--- config.mk ---
export PLATFORM = sky130hd
export DESIGN_NAME = spi_nand_page_reader
export DESIGN_NICKNAME = d
export VERILOG_FILES = /design/src/rtl/snr_pkg.sv /design/src/rtl/snr_align_chk.sv /design/src/rtl/snr_cmd_gen.sv /design/src/rtl/snr_chunk.sv /design/src/rtl/spi_nand_page_reader.sv
export SDC_FILE = /design/constraint.sdc
export NUM_CORES = 1
export LEC_CHECK = 0
export ABC_CLOCK_PERIOD_IN_PS = 3150
export BUFFER_PORTS_ARGS = -buffer_cell sky130_fd_sc_hd__buf_2
export CORE_ASPECT_RATIO = 1.25
export CORE_MARGIN = 5
export CORE_UTILIZATION = 37
export DETAILED_ROUTE_END_ITERATION = 7
export PLACE_DENSITY_LB_ADDON = 0.15
export REMOVE_ABC_BUFFERS = 1
export SETUP_SLACK_MARGIN = 0.15
export SLEW_MARGIN = 40
export SYNTH_ARGS = -nofsm -noshare
export SYNTH_HDL_FRONTEND = slang
export SYNTH_SLANG_ARGS = --single-unit
export TNS_END_PERCENT = 50
--- constraint.sdc ---
create_clock -name clk -period 3.15 [get_ports clk]
set_input_delay 0.315 -clock clk [delete_from_list [all_inputs] [get_ports clk]]
set_output_delay 0.315 -clock clk [all_outputs]
set_load 0.05 [all_outputs]
--- src/rtl/snr_pkg.sv ---
package snr_pkg;

    typedef enum logic [3:0] {
        ST_IDLE,
        ST_POLL_PRE,
        ST_LOAD,
        ST_POLL_POST,
        ST_RD_HDR,
        ST_RD_DATA,
        ST_RD_HOLD,
        ST_ECC,
        ST_GAP,
        ST_FINISH
    } snr_state_e;

    typedef enum logic [1:0] {
        CK_NONE,
        CK_STATUS,
        CK_LOAD,
        CK_READ
    } snr_cmd_e;

    localparam logic [7:0] OP_GET_STATUS = 8'h05;
    localparam logic [7:0] OP_PAGE_LOAD  = 8'h13;
    localparam logic [7:0] OP_BUF_READ   = 8'h0B;
    localparam logic [7:0] REG_GENERAL   = 8'hC0;

endpackage

--- src/rtl/snr_align_chk.sv ---
module snr_align_chk #(
    parameter int PAGE_LOG2 = 11,
    parameter int IDX_W     = 16,
    parameter int CNT_W     = 24,
    parameter int OFF_W     = IDX_W + PAGE_LOG2
) (
    input  logic [OFF_W-1:0] offset,
    input  logic [CNT_W-1:0] count,
    output logic             aligned,
    output logic             empty,
    output logic [IDX_W-1:0] first_idx
);
    // page size is a power of two, so alignment is a test of the low bits
    always_comb begin
        aligned   = (offset[PAGE_LOG2-1:0] == '0) && (count[PAGE_LOG2-1:0] == '0);
        empty     = (count == '0);
        first_idx = offset[OFF_W-1:PAGE_LOG2];
    end
endmodule

--- src/rtl/snr_cmd_gen.sv ---
module snr_cmd_gen
    import snr_pkg::*;
#(
    parameter int IDX_W = 16
) (
    input  snr_cmd_e         kind,
    input  logic [1:0]       pos,
    input  logic [IDX_W-1:0] page,
    output logic [7:0]       tx,
    output logic             last
);
    logic [15:0] pg16;

    always_comb begin
        pg16 = 16'(page);
        tx   = 8'h00;
        last = 1'b0;
        unique case (kind)
            CK_STATUS: begin
                last = (pos == 2'd2);
                unique case (pos)
                    2'd0:    tx = OP_GET_STATUS;
                    2'd1:    tx = REG_GENERAL;
                    default: tx = 8'h00;
                endcase
            end
            CK_LOAD: begin
                last = (pos == 2'd3);
                unique case (pos)
                    2'd0:    tx = OP_PAGE_LOAD;
                    2'd1:    tx = 8'h00;
                    2'd2:    tx = pg16[15:8];
                    default: tx = pg16[7:0];
                endcase
            end
            CK_READ: begin
                last = (pos == 2'd3);
                tx   = (pos == 2'd0) ? OP_BUF_READ : 8'h00;
            end
            default: begin
                tx   = 8'h00;
                last = 1'b0;
            end
        endcase
    end
endmodule

--- src/rtl/snr_chunk.sv ---
module snr_chunk #(
    parameter int CNT_W      = 24,
    parameter int PAGE_BYTES = 2048
) (
    input  logic [CNT_W-1:0] remaining,
    output logic [CNT_W-1:0] chunk,
    output logic             final_page
);
    localparam logic [CNT_W-1:0] PAGE_C = CNT_W'(PAGE_BYTES);

    always_comb begin
        final_page = (remaining <= PAGE_C);
        chunk      = final_page ? remaining : PAGE_C;
    end
endmodule

--- src/rtl/spi_nand_page_reader.sv ---
module spi_nand_page_reader
    import snr_pkg::*;
#(
    parameter int PAGE_BYTES = 2048,
    parameter int IDX_W      = 16,
    parameter int CNT_W      = 24,
    parameter int OFF_W      = IDX_W + $clog2(PAGE_BYTES)
) (
    input  logic             clk,
    input  logic             rst_n,
    input  logic             req_valid,
    output logic             req_ready,
    input  logic [OFF_W-1:0] req_offset,
    input  logic [CNT_W-1:0] req_count,
    output logic             done,
    output logic             err,
    output logic             out_valid,
    input  logic             out_ready,
    output logic [7:0]       out_data,
    output logic             spi_cs_n,
    output logic             byte_req,
    output logic [7:0]       byte_tx,
    input  logic             byte_ack,
    input  logic [7:0]       byte_rx
);
    localparam int PAGE_LOG2 = $clog2(PAGE_BYTES);
    localparam int DL_W      = $clog2(PAGE_BYTES + 1);
    localparam logic [DL_W-1:0] ONE_LEFT = DL_W'(1);

    snr_state_e state, nxt, gap_q, gap_nxt;

    logic [IDX_W-1:0] page_q;
    logic [CNT_W-1:0] remain_q;
    logic [DL_W-1:0]  left_q;
    logic [1:0]       pos_q;
    logic [7:0]       data_q;
    logic             err_q;

    logic             aligned, empty;
    logic [IDX_W-1:0] first_idx;
    logic [CNT_W-1:0] chunk;
    logic             final_page;
    snr_cmd_e         kind;
    logic [7:0]       cmd_tx;
    logic             cmd_last;
    logic             rx_busy, rx_ecc_bad;
    logic             unused_rx;

    assign rx_busy    = byte_rx[0];
    assign rx_ecc_bad = byte_rx[5];   // ECC codes 2 and 3 both have bit 5 set
    assign unused_rx  = ^{byte_rx[7:6], byte_rx[4], byte_rx[3:1]};

    snr_align_chk #(
        .PAGE_LOG2 (PAGE_LOG2),
        .IDX_W     (IDX_W),
        .CNT_W     (CNT_W),
        .OFF_W     (OFF_W)
    ) i_align (
        .offset    (req_offset),
        .count     (req_count),
        .aligned   (aligned),
        .empty     (empty),
        .first_idx (first_idx)
    );

    snr_chunk #(
        .CNT_W      (CNT_W),
        .PAGE_BYTES (PAGE_BYTES)
    ) i_chunk (
        .remaining  (remain_q),
        .chunk      (chunk),
        .final_page (final_page)
    );

    always_comb begin
        unique case (state)
            ST_POLL_PRE, ST_POLL_POST, ST_ECC: kind = CK_STATUS;
            ST_LOAD:                           kind = CK_LOAD;
            ST_RD_HDR:                         kind = CK_READ;
            default:                           kind = CK_NONE;
        endcase
    end

    snr_cmd_gen #(
        .IDX_W (IDX_W)
    ) i_cmd (
        .kind  (kind),
        .pos   (pos_q),
        .page  (page_q),
        .tx    (cmd_tx),
        .last  (cmd_last)
    );

    // next-state logic
    always_comb begin
        nxt     = state;
        gap_nxt = gap_q;
        unique case (state)
            ST_IDLE: begin
                if (req_valid) begin
                    nxt = (!aligned || empty) ? ST_FINISH : ST_POLL_PRE;
                end
            end
            ST_POLL_PRE: begin
                if (byte_ack && cmd_last) begin
                    nxt     = ST_GAP;
                    gap_nxt = rx_busy ? ST_POLL_PRE : ST_LOAD;
                end
            end
            ST_LOAD: begin
                if (byte_ack && cmd_last) begin
                    nxt     = ST_GAP;
                    gap_nxt = ST_POLL_POST;
                end
            end
            ST_POLL_POST: begin
                if (byte_ack && cmd_last) begin
                    nxt     = ST_GAP;
                    gap_nxt = rx_busy ? ST_POLL_POST : ST_RD_HDR;
                end
            end
            ST_RD_HDR: begin
                if (byte_ack && cmd_last) nxt = ST_RD_DATA;
            end
            ST_RD_DATA: begin
                if (byte_ack) nxt = ST_RD_HOLD;
            end
            ST_RD_HOLD: begin
                if (out_ready) begin
                    if (left_q == ONE_LEFT) begin
                        nxt     = ST_GAP;
                        gap_nxt = ST_ECC;
                    end else begin
                        nxt = ST_RD_DATA;
                    end
                end
            end
            ST_ECC: begin
                if (byte_ack && cmd_last) begin
                    if (rx_ecc_bad || final_page) begin
                        nxt = ST_FINISH;
                    end else begin
                        nxt     = ST_GAP;
                        gap_nxt = ST_POLL_PRE;
                    end
                end
            end
            ST_GAP:    nxt = gap_q;
            ST_FINISH: nxt = ST_IDLE;
            default:   nxt = ST_IDLE;
        endcase
    end

    // state register
    always_ff @(posedge clk) begin
        if (!rst_n) begin
            state <= ST_IDLE;
            gap_q <= ST_IDLE;
        end else begin
            state <= nxt;
            gap_q <= gap_nxt;
        end
    end

    // datapath registers
    always_ff @(posedge clk) begin
        if (!rst_n) begin
            page_q   <= '0;
            remain_q <= '0;
            left_q   <= '0;
            pos_q    <= '0;
            data_q   <= '0;
            err_q    <= 1'b0;
        end else begin
            unique case (state)
                ST_IDLE: begin
                    if (req_valid) begin
                        page_q   <= first_idx;
                        remain_q <= req_count;
                        err_q    <= !aligned;
                        pos_q    <= '0;
                    end
                end
                ST_POLL_PRE, ST_LOAD, ST_POLL_POST, ST_RD_HDR: begin
                    if (byte_ack) begin
                        pos_q <= cmd_last ? 2'd0 : pos_q + 2'd1;
                        if (state == ST_RD_HDR && cmd_last) left_q <= DL_W'(chunk);
                    end
                end
                ST_RD_DATA: begin
                    if (byte_ack) data_q <= byte_rx;
                end
                ST_RD_HOLD: begin
                    if (out_ready) left_q <= left_q - ONE_LEFT;
                end
                ST_ECC: begin
                    if (byte_ack) begin
                        pos_q <= cmd_last ? 2'd0 : pos_q + 2'd1;
                        if (cmd_last) begin
                            if (rx_ecc_bad) begin
                                err_q <= 1'b1;
                            end else begin
                                remain_q <= remain_q - chunk;
                                page_q   <= page_q + 1'b1;
                            end
                        end
                    end
                end
                default: ;
            endcase
        end
    end

    // outputs
    always_comb begin
        req_ready = (state == ST_IDLE);
        spi_cs_n  = (state == ST_IDLE) || (state == ST_GAP) || (state == ST_FINISH);
        byte_req  = (kind != CK_NONE) || (state == ST_RD_DATA);
        byte_tx   = (state == ST_RD_DATA) ? 8'h00 : cmd_tx;
        out_valid = (state == ST_RD_HOLD);
        out_data  = data_q;
        done      = (state == ST_FINISH);
        err       = (state == ST_FINISH) && err_q;
    end

    // held stream byte stays put until taken
    a_r7_hold_stable: assert property (@(posedge clk) disable iff (!rst_n)
        out_valid && !out_ready |=> out_valid && $stable(out_data));

    // no SPI byte is requested while a stream byte waits
    a_r7_no_fetch_ahead: assert property (@(posedge clk) disable iff (!rst_n)
        out_valid |-> !byte_req);

    // done lasts one cycle
    a_r9_done_pulse: assert property (@(posedge clk) disable iff (!rst_n)
        done |=> !done);

    // an accepted request closes the request port
    a_r10_busy_blocks: assert property (@(posedge clk) disable iff (!rst_n)
        req_valid && req_ready |=> !req_ready);

    // byte slots only inside a chip-select frame
    a_r3_slot_in_frame: assert property (@(posedge clk) disable iff (!rst_n)
        byte_req |-> !spi_cs_n);

    // misaligned offset rejected at once
    a_r1_reject: assert property (@(posedge clk) disable iff (!rst_n)
        req_valid && req_ready && (req_offset[PAGE_LOG2-1:0] != '0) |=> done && err && spi_cs_n);

    // uncorrectable ECC code ends the request with an error
    a_r8_ecc_fail: assert property (@(posedge clk) disable iff (!rst_n)
        (state == ST_ECC) && byte_ack && cmd_last && byte_rx[5] |=> done && err);

endmodule

==> results.json, run 1 <==
{
  "worst_pin_slew_ns": 0.735,
  "io_pins": 86,
  "ys_seq_elements": 70,
  "grt_setup_unrepaired": "false",
  "fin_skew_ns": 0.00488,
  "grt_pass1_wl_um": 24400,
  "rows": 45,
  "ir_worst_vdd_mv": 0.335,
  "cp-end-kind": "flop",
  "cts.sink_count": 70,
  "startpoint_type": "flop",
  "required_ns": 3.34,
  "htreeDepth": 3,
  "cap_violations": 0,
  "drt_iter0_markers": 253,
  "tns_ns": 0,
  "grt-ovfl-total": 0,
  "slew_viol_final": 0,
  "grt_max_degree": 43,
  "syn-cell-area_um2": 4590,
  "drt-total-wl_um": 15000,
  "arrival_ns": 2.89,
  "root_buffer": "clkbuf_16",
  "cts_tree": "done",
  "cpMaxStageDelayCell": "or4_1",
  "synth_seq_area_share": 0.305,
  "postSynthCellCount": 641,
  "track_usage": 0.206,
  "hp-class": "input pin to flop",
  "port-buffer-count": 85,
  "power_density_nw_per_um2": 786,
  "path_max_fanout": 7,
  "synthArstFlopShare": 0,
  "outcome": "finished, final reports clean",
  "post_cts_resized": 0,
  "place_congestion": 0.965,
  "vias_per_cell": 5.84,
  "ant_nets": 0,
  "path_clk_slew_ns": 0.06,
  "fin_crit_sh": 0.858,
  "route.vias.total": 5137,
  "antenna_cells": 0,
  "path_class": "flop to flop",
  "drive_gt1_frac": 0.187,
  "cp_common_cell": "nor2_1",
  "yosys_warnings": 0,
  "dp_slack_ns": 0.531,
  "finalNetCount": 783,
  "core_area_um2": 12200,
  "path_cells": "or4_1 -> nor2_1 -> nand3_1 -> nand2_1 -> ha_1 -> nor2_1 -> a41oi_1 -> a31o_2 -> nor2_1 -> a32oi_1 -> a21oi_1",
  "cts_setup_buffers": 0,
  "synth_edf_count": 0,
  "dp_hpwl_um": 10800,
  "fp.dieW_um": 110,
  "grt_pass1_vias": 4912,
  "numCtsBuffers": 9,
  "die-area_um2": 14800,
  "fin_crit_ns": 2.70,
  "final_hold_viol_count": 0,
  "p_leak_nw": 2.16,
  "synth-main-ff-cell": "dfxtp_1",
  "max_freq_ghz": 0.370,
  "die_h_um": 135,
  "start_util": 0.378,
  "setup_viol": 0,
  "drt_pass1_iterations": 5,
  "wl_per_cell_um": 17.1,
  "clk_latency_ns": 0.33,
  "drc": 0,
  "cts_hold_buf": 0,
  "setup_slack_ns": 0.448,
  "antenna_found_initial": 0,
  "area_growth_pct": 19.2,
  "synth_cell_type_count": 64,
  "syn_avg_cell_area_um2": 7.16,
  "clockBufferDepth": 2,
  "slew_headroom": 0.507,
  "max_stage_delay_ns": 0.53
}
## report_power, final
group,switching [mW],internal (mW)
Sequential,0.284,1.06
Combinational,1.26,0.676
Clock,0.402,0.612
Total,1.95,2.35
## final timing paths
path | startpoint | to | slack [ns] | cells after the start
setup / recovery | remain_q[11] | remain_q[20] | 0.45 | 11
hold / removal | req_count[14] | remain_q[14] | 0.21 | 3
setup reg to reg | remain_q[11] | remain_q[20] | 0.45 | 11
hold reg to reg | gap_q[2] | gap_q[2] | 0.47 | 2
## area by class of cell
cell class	count	area, um2
flip-flops and latches	70	1400
inverters	16	60.1
clock inverters	6	62.6
multi-input cells	507	2930
repair buffers	106	583
clock buffers	10	229
fillers	1292	6690
well taps	164	205
## per-layer routing
| metal | vias to the layer above | part of all wire | track usage |
|---|---|---|---|
| li1 | 2525 | - | - |
| met1 | 2392 | 0.43 | 0.272 |
| met2 | 187 | 0.47 | 0.326 |
| met3 | 33 | 0.062 | 0.0373 |
| met4 | 0 | 0.028 | 0.0866 |
| met5 | - | 0 | 0 |
## critical path, delay by kind of cell (launching register included)
family | cells | cell delay [ns]
AOI/OAI and AO/OA | 4 | 0.90
adders and majority gates | 1 | 0.17
DFF | 1 | 0.38
and+or+nand+nor | 6 | 1.12
## placed cells by master, fill, tap and decap left out, types with 7 or more instances in the layout
cell,count
nor4_1,11
a21oi_1,67
a31oi_1,18
o21ai_0,57
inv_1,15
or3_1,8
nor2_1,77
and3_1,8
a211oi_1,9
nand3_1,21
nand2_1,65
ha_1,9
mux2i_1,10
clkbuf_16,9
nand2b_1,7
buf_2,85
dfxtp_1,70
nor3_1,21
nand4_1,12
buf_4,21
## cells in the mapped netlist (4+ instances only)
cell        n  share of area
a32o_1      5          0.011
or4_1       5         0.0082
a31oi_1    18          0.025
and3_1      8          0.011
clkbuf_1   33          0.027
a22oi_1     4         0.0065
nor4_1     11          0.015
nand2b_1    7         0.0095
nand3_1    21          0.023
inv_1      15          0.012
a211oi_1    9          0.015
dfxtp_1    70           0.31
buf_2      13          0.014
o21ai_0    57          0.062
nand4_1    12          0.016
a32oi_1     4         0.0076
ha_1        9          0.025
o22ai_1     5         0.0068
o2111ai_1   4         0.0076
or3_1       8          0.011
a41oi_1     6          0.011
o211ai_1    4         0.0065
nand2_1    65          0.053
a2bb2oi_1   4         0.0076
a22o_1      4         0.0076
nor2_1     77          0.063
a21oi_1    67          0.073
o21ai_1     6         0.0065
nor3_1     21          0.023
mux2i_1    10          0.022
and2_1      6         0.0082
## registers in the layout, summed over array words and instances (netlist names)
name	count
remain_q	24
page_q	16
left_q	12
out_data	8
state	4
gap_q	3
pos_q	2
err_q	1
## kinds of logic (layout without fill, tap and decap cells)
kind of cell	Yosys count	after routing	synth area share
flip-flops	70	70	0.305
AND/OR/NAND/NOR	259	259	0.275
XOR/XNOR	3	3	0.00572
AO/OA/AOI/OAI	225	225	0.311
adder cells (fa/ha/maj)	9	9	0.0245
multiplexers	10	10	0.0218
other	1	1	0.000817
buffers and inverters	64	138	0.0567
## through the flow
stage / hold WS (ns) / power [mW] / util / cells / cell area [um2]
after floorplan: 0.424 / 2.63 / - / 593 / 4390
after global placement: 0.455 / 3.26 / 0.426 / 863 / 5180
after detailed placement: 0.465 / 3.28 / 0.426 / 863 / 5180
after CTS: 0.198 / 4.31 / 0.450 / 879 / 5480
after global routing: 0.211 / 4.59 / 0.450 / 879 / 5480
final: 0.205 / 4.30 / 0.450 / 879 / 5480
Note: power is estimated with default switching activity, not from simulation.
==> inputs of run 2 (changes only) <==
ABC_CLOCK_PERIOD_IN_PS = 2700   (was 3150)
clock period = 2.7 ns   (was 3.15 ns; I/O delays follow)
==> results.json, run 2 (synthesis gave the netlist of run 1 again) <==
{
  "wl_per_cell_um": 17.2,
  "root_buffer": "clkbuf_16",
  "grt_max_degree": 43,
  "power_density_nw_per_um2": 946,
  "max_freq_ghz": 0.408,
  "worstHoldEndpoint": "remain_q[3]",
  "cts_hold_buf": 0,
  "vias_per_cell": 5.76,
  "reg2reg_to": "remain_q[12]",
  "die-area_um2": 14800,
  "dp_hpwl_um": 11300,
  "p_leak_nw": 2.24,
  "io_pins": 86,
  "rrSetupSlack_ns": 0.25,
  "mostFrequentLayoutCells": "buf_2 (85), nor2_1 (76), dfxtp_1 (68)",
  "grt_pass1_vias": 5026,
  "r2r_start": "remain_q[15]",
  "place_congestion": 0.891,
  "fin_skew_ns": 0.00629,
  "antenna_cells": 0,
  "grt_setup_unrepaired": "false",
  "worst_r2r_path_depth": 12,
  "path_cells": "or4_1 -> nor2_2 -> nand3_1 -> nand2_1 -> ha_1 -> nor2_1 -> a41oi_2 -> a31o_2 -> buf_12 -> nor3_1 -> a21oi_1 -> o22ai_1",
  "area_growth_pct": 23.1,
  "worst_pin_slew_ns": 0.633,
  "outcome": "finished, final reports clean",
  "drt_iter0_markers": 304,
  "start_util": 0.378,
  "drt_pass1_iterations": 5,
  "track_usage": 0.207,
  "cts.sink_count": 70,
  "rows": 45,
  "grt-ovfl-total": 0,
  "top_register": "remain_q",
  "required_ns": 2.91,
  "holdPathStages": 2,
  "antenna_found_initial": 0,
  "drive_gt1_frac": 0.208,
  "fin_crit_sh": 0.908,
  "final_common_cell": "buf_2",
  "fin_crit_ns": 2.45,
  "drt-total-wl_um": 15300,
  "cpMaxStageDelayCell": "or4_1",
  "path_class": "flop to flop",
  "fin_total_pwr_mw": 5.35,
  "cp-end-kind": "flop",
  "finalNetCount": 795,
  "die_h_um": 135,
  "slew_viol_final": 0,
  "port-buffer-count": 85,
  "design_area_um2": 5650,
  "arrival_ns": 2.67,
  "largestRegisters": "remain_q (24), page_q (16), left_q (12)",
  "path_max_fanout": 6,
  "drc": 0,
  "ant_nets": 0,
  "slew_headroom": 0.578,
  "ir_worst_vdd_mv": 0.317,
  "fp.dieW_um": 110,
  "core_area_um2": 12200,
  "largest_register_ffs": 24,
  "hp-class": "input pin to flop",
  "cts_tree": "done",
  "htreeDepth": 3,
  "holdWs_ns": 0.165,
  "numCtsBuffers": 9,
  "hp-start": "req_count[3]",
  "cap_violations": 0,
  "startpoint_type": "flop",
  "max_stage_delay_ns": 0.53,
  "clockBufferDepth": 2,
  "route.vias.total": 5135,
  "path_clk_slew_ns": 0.06,
  "postPlaceCellArea_um2": 5280,
  "grt_pass1_wl_um": 24500,
  "setup_viol": 0,
  "final_hold_viol_count": 0,
  "clk_latency_ns": 0.34
}
==> run 2: cell types whose count changed in the layout (fill, tap and decap cells not counted), moves of 2 or more <==
cell / before / now
buf_12: 0 / 3
clkinv_4: 2 / 0
dfxtp_1: 70 / 68
dfxtp_2: 0 / 2
buf_4: 21 / 30
clkinv_2: 3 / 1
==> run 2: stage by stage <==
| stage | setup slack [ns] | instances | TNS [ns] | utilization |
|---|---|---|---|---|
| 6_report | 0.248 | 891 | 0 | 0.465 |
| 5_1_grt | 0.0952 | 891 | 0 | 0.465 |
| 4_1_cts | 0.181 | 891 | 0 | 0.463 |
| 3_5_place_dp | 0.169 | 873 | 0 | 0.434 |
| 3_3_place_gp | 0.240 | 873 | 0 | 0.434 |
| 2_1_floorplan | -0.737 | 593 | -20.04 | - |
==> run 2: worst max path at each step <==
stage,from,to,slack (ns),cells after the start
4_1_cts,remain_q[15],remain_q[20],0.18,11
2_1_floorplan,state[1],page_q[10],-0.74,5
5_1_grt,remain_q[15],remain_q[12],0.1,12
3_3_place_gp,remain_q[15],remain_q[20],0.24,11
3_5_place_dp,remain_q[15],remain_q[20],0.17,11
6_report,remain_q[15],remain_q[12],0.25,12
==> run 2: area by class of cell <==
class                      instances  area [um2]
timing repair buffer             118         711
fill                            1281        6510
clock buffer                      11         243
sequential                        70        1400
inverter                          16        60.1
clock inverter                     5        81.3
multi-input combinational        507        2950
tap                              164         205
==> run 2: report_power, final <==
part | internal (mW) | switching [mW] | leakage [nW]
sequential | 1.24 | 0.255 | 0.572
clock | 0.837 | 0.480 | 0.156
combinational | 0.939 | 1.59 | 1.52
==> run 2: timing repair <==
item	in CTS	in global routing
pin swaps	0	1
gates resized for setup	0	5
setup buffers	2	0
cloned	0	0
endpoints found under the setup margin	1	6
==> run 2: worst max-delay path: cells and delay by family (launching register included) <==
family | cells | cell delay (ns)
AOI/OAI and AO/OA | 4 | 0.69
adders and majority gates | 1 | 0.17
buffers and inverters | 1 | 0.11
DFF | 1 | 0.35
and+or+nand+nor | 6 | 1.00
==> run 2: per-layer routing <==
metal / share of wire / wire (um) / global-route usage
met5: 0 / 0 / 0
met4: 0.027 / 407 / 0.0762
met3: 0.053 / 816 / 0.0378
met2: 0.49 / 7430 / 0.354
met1: 0.43 / 6640 / 0.257
